`src/rtl/nvm_rd_pkg.sv`:
```
package nvm_rd_pkg;
  typedef enum logic [1:0] {
    RS_OK      = 2'd0,
    RS_RANGE   = 2'd1,
    RS_TIMEOUT = 2'd2
  } rd_status_e;

  typedef enum logic [2:0] {
    S_IDLE,
    S_LAUNCH,
    S_POLL,
    S_EMIT,
    S_REPORT
  } rd_state_e;
endpackage

```
`src/rtl/nvm_range_check.sv`:
```
module nvm_range_check #(
  parameter int WORDS = 64,
  parameter int AW    = $clog2(WORDS + 1)
) (
  input  logic [AW-1:0] offset,
  input  logic [AW-1:0] count,
  output logic          ok
);
  localparam logic [AW:0] SIZE = (AW+1)'(WORDS);

  logic [AW:0] room;

  always_comb begin
    room = SIZE - {1'b0, offset};
    ok   = ({1'b0, offset} < SIZE) && (count != '0) && ({1'b0, count} <= room);
  end
endmodule

```
`src/rtl/nvm_poll_timer.sv`:
```
module nvm_poll_timer #(
  parameter int WAIT  = 625,
  parameter int TRIES = 100000
) (
  input  logic clk,
  input  logic rst_n,
  input  logic restart,
  input  logic active,
  output logic tick,
  output logic last
);
  localparam int WW = $clog2(WAIT + 1);
  localparam int TW = $clog2(TRIES + 1);

  logic [WW-1:0] wait_q;
  logic [TW-1:0] try_q;

  assign tick = active && (wait_q == '0);
  assign last = (try_q == TW'(TRIES - 1));

  always_ff @(posedge clk) begin
    if (!rst_n) begin
      wait_q <= '0;
      try_q  <= '0;
    end else if (restart) begin
      wait_q <= WW'(WAIT - 1);
      try_q  <= '0;
    end else if (active) begin
      if (wait_q == '0) begin
        wait_q <= WW'(WAIT - 1);
        if (!last) try_q <= try_q + 1'b1;
      end else begin
        wait_q <= wait_q - 1'b1;
      end
    end
  end

  // never more samples than the limit
  a_r5_try_bound: assert property (@(posedge clk) disable iff (!rst_n)
    active |-> (try_q < TW'(TRIES)));
endmodule

```
`src/rtl/nvm_word_slot.sv`:
```
module nvm_word_slot #(
  parameter int DW = 16,
  parameter int IW = 7
) (
  input  logic          clk,
  input  logic          rst_n,
  input  logic          load,
  input  logic [DW-1:0] in_data,
  input  logic [IW-1:0] in_index,
  input  logic          out_ready,
  output logic          out_valid,
  output logic [DW-1:0] out_data,
  output logic [IW-1:0] out_index
);
  always_ff @(posedge clk) begin
    if (!rst_n) begin
      out_valid <= 1'b0;
      out_data  <= '0;
      out_index <= '0;
    end else if (load) begin
      out_valid <= 1'b1;
      out_data  <= in_data;
      out_index <= in_index;
    end else if (out_valid && out_ready) begin
      out_valid <= 1'b0;
    end
  end

  // stalled word holds its contents
  a_r9_hold: assert property (@(posedge clk) disable iff (!rst_n)
    (out_valid && !out_ready) |=> (out_valid && $stable(out_data) && $stable(out_index)));
endmodule

```
`src/rtl/nvm_burst_reader.sv`:
```
module nvm_burst_reader
  import nvm_rd_pkg::*;
#(
  parameter int WORDS      = 64,
  parameter int POLL_WAIT  = 625,
  parameter int POLL_TRIES = 100000,
  parameter int AW         = $clog2(WORDS + 1)
) (
  input  logic          clk,
  input  logic          rst_n,
  input  logic          req_valid,
  output logic          req_ready,
  input  logic [AW-1:0] req_offset,
  input  logic [AW-1:0] req_count,
  output logic          busy,
  output logic          mem_start,
  output logic [AW-1:0] mem_addr,
  input  logic          mem_done,
  input  logic [31:0]   mem_result,
  output logic          out_valid,
  input  logic          out_ready,
  output logic [15:0]   out_data,
  output logic [AW-1:0] out_index,
  output logic          sts_valid,
  output logic [1:0]    sts_code
);
  localparam int DW = 16;

  rd_state_e    state_q;
  rd_status_e   code_q;
  logic [AW-1:0] base_q, total_q, idx_q;
  logic          range_ok, tick, last, load;
  logic [DW-1:0] unused_low;

  assign unused_low = mem_result[DW-1:0];

  nvm_range_check #(.WORDS(WORDS), .AW(AW)) u_range (
    .offset (req_offset),
    .count  (req_count),
    .ok     (range_ok)
  );

  nvm_poll_timer #(.WAIT(POLL_WAIT), .TRIES(POLL_TRIES)) u_timer (
    .clk     (clk),
    .rst_n   (rst_n),
    .restart (state_q == S_LAUNCH),
    .active  (state_q == S_POLL),
    .tick    (tick),
    .last    (last)
  );

  assign load = (state_q == S_POLL) && tick && mem_done;

  nvm_word_slot #(.DW(DW), .IW(AW)) u_slot (
    .clk       (clk),
    .rst_n     (rst_n),
    .load      (load),
    .in_data   (mem_result[31:16]),
    .in_index  (idx_q),
    .out_ready (out_ready),
    .out_valid (out_valid),
    .out_data  (out_data),
    .out_index (out_index)
  );

  assign req_ready = (state_q == S_IDLE);
  assign busy      = (state_q != S_IDLE);
  assign mem_start = (state_q == S_LAUNCH);
  assign mem_addr  = base_q + idx_q;
  assign sts_valid = (state_q == S_REPORT);
  assign sts_code  = code_q;

  always_ff @(posedge clk) begin
    if (!rst_n) begin
      state_q <= S_IDLE;
      code_q  <= RS_OK;
      base_q  <= '0;
      total_q <= '0;
      idx_q   <= '0;
    end else begin
      case (state_q)
        S_IDLE: if (req_valid) begin
          base_q  <= req_offset;
          total_q <= req_count;
          idx_q   <= '0;
          if (range_ok) begin
            state_q <= S_LAUNCH;
          end else begin
            code_q  <= RS_RANGE;
            state_q <= S_REPORT;
          end
        end
        S_LAUNCH: state_q <= S_POLL;
        S_POLL: if (tick) begin
          if (mem_done) begin
            state_q <= S_EMIT;
          end else if (last) begin
            code_q  <= RS_TIMEOUT;
            state_q <= S_REPORT;
          end
        end
        S_EMIT: if (out_valid && out_ready) begin
          if (idx_q == total_q - 1'b1) begin
            code_q  <= RS_OK;
            state_q <= S_REPORT;
          end else begin
            idx_q   <= idx_q + 1'b1;
            state_q <= S_LAUNCH;
          end
        end
        S_REPORT: state_q <= S_IDLE;
        default:  state_q <= S_IDLE;
      endcase
    end
  end

  // start is a single-cycle pulse
  a_r3_start_pulse: assert property (@(posedge clk) disable iff (!rst_n)
    mem_start |=> !mem_start);

  // no launch while a word waits for the consumer
  a_r9_no_start_while_full: assert property (@(posedge clk) disable iff (!rst_n)
    mem_start |-> !out_valid);

  // busy persists until the status strobe
  a_r8_busy_until_status: assert property (@(posedge clk) disable iff (!rst_n)
    (busy && !sts_valid) |=> busy);

  // after status nothing more is issued or presented
  a_r6_quiet_after_status: assert property (@(posedge clk) disable iff (!rst_n)
    sts_valid |=> (!mem_start && !out_valid));

  // out-of-range request goes straight to range status
  a_r1_range_report: assert property (@(posedge clk) disable iff (!rst_n)
    (req_valid && req_ready && !range_ok) |=> (sts_valid && sts_code == 2'd1));
endmodule

```
`config.mk`:
```
export PLATFORM = sky130hd
export DESIGN_NAME = nvm_burst_reader
export DESIGN_NICKNAME = d
export VERILOG_FILES = /design/src/rtl/nvm_rd_pkg.sv /design/src/rtl/nvm_range_check.sv /design/src/rtl/nvm_poll_timer.sv /design/src/rtl/nvm_word_slot.sv /design/src/rtl/nvm_burst_reader.sv
export SDC_FILE = /design/constraint.sdc
export NUM_CORES = 1
export LEC_CHECK = 0
export ABC_AREA = 1
export CAP_MARGIN = 20
export CORE_UTILIZATION = 58
export DETAILED_ROUTE_END_ITERATION = 16
export DONT_BUFFER_PORTS = 1
export PLACE_DENSITY = 0.74
export SETUP_SLACK_MARGIN = 0.4
export SLEW_MARGIN = 20
export SYNTH_ARGS = -nofsm -noshare
export SYNTH_HDL_FRONTEND = slang
export SYNTH_SLANG_ARGS = --single-unit
export TNS_END_PERCENT = 1
```
`constraint.sdc`:
```
create_clock -name clk -period 5.3 [get_ports clk]
set_input_delay 0.265 -clock clk [delete_from_list [all_inputs] [get_ports clk]]
set_output_delay 0.265 -clock clk [all_outputs]
set_load 0.005 [all_outputs]
```
==> impl_metrics.py <==
metrics = {
    "run_status": {
        "status": "finished clean",
    },
    "worst_setup_path": {
        "end_kind": "output pin",
        "critPathLaunchType": "register",
        "critPathMaxFanout": 6,
        "cp.arrival_ns": 2.26,
        "cp_data_required_time_ns": 5.04,
        "critPathKind": "reg -> out",
    },
    "clock_network": {
        "insertion_delay_ns": 0.36,
        "cts_sinks": 77,
        "htreeDepth": 3,
        "cts.repair.resized": 0,
        "cts_root_buf": "clkbuf_8",
        "postCtsHoldBufs": 0,
        "cts_buffers": 9,
        "clk_pin_slew_ns": 0.08,
        "cts.path.max_buffers": 2,
        "cts_setup_buffers": 0,
        "tritoncts": "yes",
    },
    "routing": {
        "totalWireLength_um": 9440,
        "drt_iter0_drc": 142,
        "drt_first_pass_iters": 4,
        "wl_per_cell_um": 13.3,
        "drc": 0,
        "via_per_inst": 5.40,
        "ant_nets": 0,
        "vias": 3835,
    },
    "die": {
        "rows": 30,
        "pin_count": 88,
        "initial_core_util_pct": 61.6,
        "chipHeight_um": 87.9,
        "core_area_um2": 6940,
        "die_w_um": 87.9,
        "dieArea_um2": 7720,
    },
    "global_route": {
        "grt_pass1_vias": 3630,
        "grt_max_degree": 36,
        "antenna_found_initial": 0,
        "track_usage_pct": 26.1,
        "grt_use_met3_pct": 5.94,
        "grt_most_used_layer": "met2",
        "grt_use_met2_pct": 43.3,
        "grt_pass1_wl_um": 15800,
        "grtUsageMet1_pct": 33.3,
        "grt_overflow": 0,
    },
    "place": {
        "post-dp-hpwl_um": 6920,
        "port_buffers": 0,
        "dp_cells": 694,
        "finalWeightedCongestion": 0.876,
    },
    "timing": {
        "skew_ns": 0.0115,
        "fin_setup_tns_ns": 0,
        "hold_violations": 0,
        "fmax_mhz": 397,
        "min_period_over_period_pct": 47.6,
        "fin_crit_ns": 2.52,
        "rsz0062_at_grt": "false",
        "slew_headroom_pct": 46.4,
        "slew_violations": 0,
        "setup_viol": 0,
        "tightest_slew_ns": 0.802,
    },
    "synthesis": {
        "syn-num-nets": 683,
        "ys_warn_count": 0,
        "ys_types": 37,
        "syn-mean-instance-area_um2": 6.98,
        "synthFlopType": "dfxtp_1",
        "ys_seq_area_share_pct": 36.0,
        "synth-edff-count": 0,
        "synthArstFlopShare_pct": 0,
        "syn_inst": 613,
        "netlist_area_um2": 4280,
        "ys_seq_elements": 77,
    },
    "cells_and_area": {
        "fin_nets": 679,
        "fillers": 625,
        "n_antenna_cell": 0,
        "final_cell_mix": "nand2_1, nor2_1, dfxtp_1",
        "final_common_cell": "nand2_1",
        "stdcell_count": 710,
        "drive_gt1_share_pct": 9.61,
        "syn2layout_area_growth_pct": 6.46,
    },
    "power_and_ir_drop": {
        "leakage_nw": 1.83,
        "powerDensity_nw_per_um2": 458,
        "vdd_drop_max_mv": 0.230,
    },
    "hold_path": {
        "hold_path.class": "in -> reg",
    },
    "flow_run": {
        "cap_violations": 0,
    },
}
registers in the layout, indices dropped and copies added (netlist names):
signal	count
base_q	7
idx_q	7
state_q	3
sts_code	2
total_q	7
u_slot.out_data	16
u_slot.out_index	7
u_slot.out_valid	1
u_timer.try_q	17
u_timer.wait_q	10
final timing paths:
check,slack (ns),depth (start not counted),endpoint,startpoint
worst min register to register,0.47,2,total_q[1],total_q[1]
worst max register to register,3.15,12,u_slot.out_index[1],u_timer.wait_q[0]
worst min-delay path,0.03,2,sts_code[0],rst_n
worst max-delay path,2.78,8,mem_addr[6],idx_q[0]
routing by layer:
metal	part of all wire [%]	vias to the layer above
li1	-	1978
met1	46	1721
met2	46	118
met3	6.3	18
met4	1.6	0
met5	0	-
synthesized netlist by cell type, types with 2 or more instances:
library cell | n | area (um^2)
a21oi_1 | 57 | 285
buf_1 | 2 | 7.51
buf_2 | 4 | 20.0
buf_6 | 2 | 22.5
clkbuf_1 | 8 | 30.0
dfxtp_1 | 77 | 1540
ha_1 | 18 | 225
inv_1 | 58 | 218
inv_2 | 17 | 63.8
nand2_1 | 118 | 443
nand2_2 | 8 | 50.1
nand3_1 | 37 | 185
nand3_2 | 2 | 20.0
nand4_1 | 10 | 62.6
nor2_1 | 80 | 300
nor2_2 | 5 | 31.3
nor2_4 | 4 | 45.0
nor3_1 | 13 | 65.1
nor3_2 | 2 | 20.0
nor4_1 | 6 | 37.5
o21ai_0 | 32 | 160
o21ai_1 | 7 | 35.0
o31ai_1 | 2 | 15.0
or2_1 | 2 | 12.5
xnor2_1 | 8 | 70.1
xor2_1 | 23 | 201
stage by stage:
stage | power [mW] | hold slack [ns] | instance area, um^2 | utilization, % | worst slack [ns]
final | 2.09 | 0.0271 | 4550 | 65.6 | 2.78
after global routing | 2.24 | 0.0122 | 4550 | 65.6 | 2.58
after CTS | 2.09 | 0.0118 | 4550 | 65.6 | 2.75
after detailed placement | 1.57 | 0.396 | 4330 | 62.3 | 3.02
after global placement | 1.55 | 0.383 | 4330 | 62.3 | 3.08
after floorplan | 1.43 | 0.407 | 4280 | - | 3.30
final cells by class:
type / instances / area (um^2) / area share (%)
tap: 96 / 120 / 2.64
sequential: 77 / 1540 / 33.8
multi-input combinational: 443 / 2370 / 52.0
timing repair buffer: 1 / 7.51 / 0.165
inverter: 77 / 290 / 6.37
clock buffer: 9 / 124 / 2.72
clock inverter: 7 / 105 / 2.31
kinds of logic after synthesis:
group	after synthesis	share of synthesized area, %
compound gates	101	12.1
xor+xnor	31	6.35
fa+ha+maj	19	5.73
buf+inv	93	8.66
flops	77	36.0
simple gates	292	31.2
worst max-delay path, cell delays in order, from the launching register on:
cell,delay [ns]
dfxtp_1,0.48
ha_1,0.20
inv_1,0.05
fa_1,0.40
o21ai_0,0.30
nand2_1,0.08
a21oi_1,0.13
nor2_1,0.06
xor2_1,0.19
where the power goes:
group	total, mW	leakage [nW]	switching [mW]	internal (mW)
Combinational	0.787	1.09	0.522	0.264
Sequential	0.784	0.626	0.0940	0.690
Clock	0.515	0.113	0.242	0.273
Total	2.09	1.83	0.858	1.23
No activity file was read; power rests on OpenSTA's default activity.
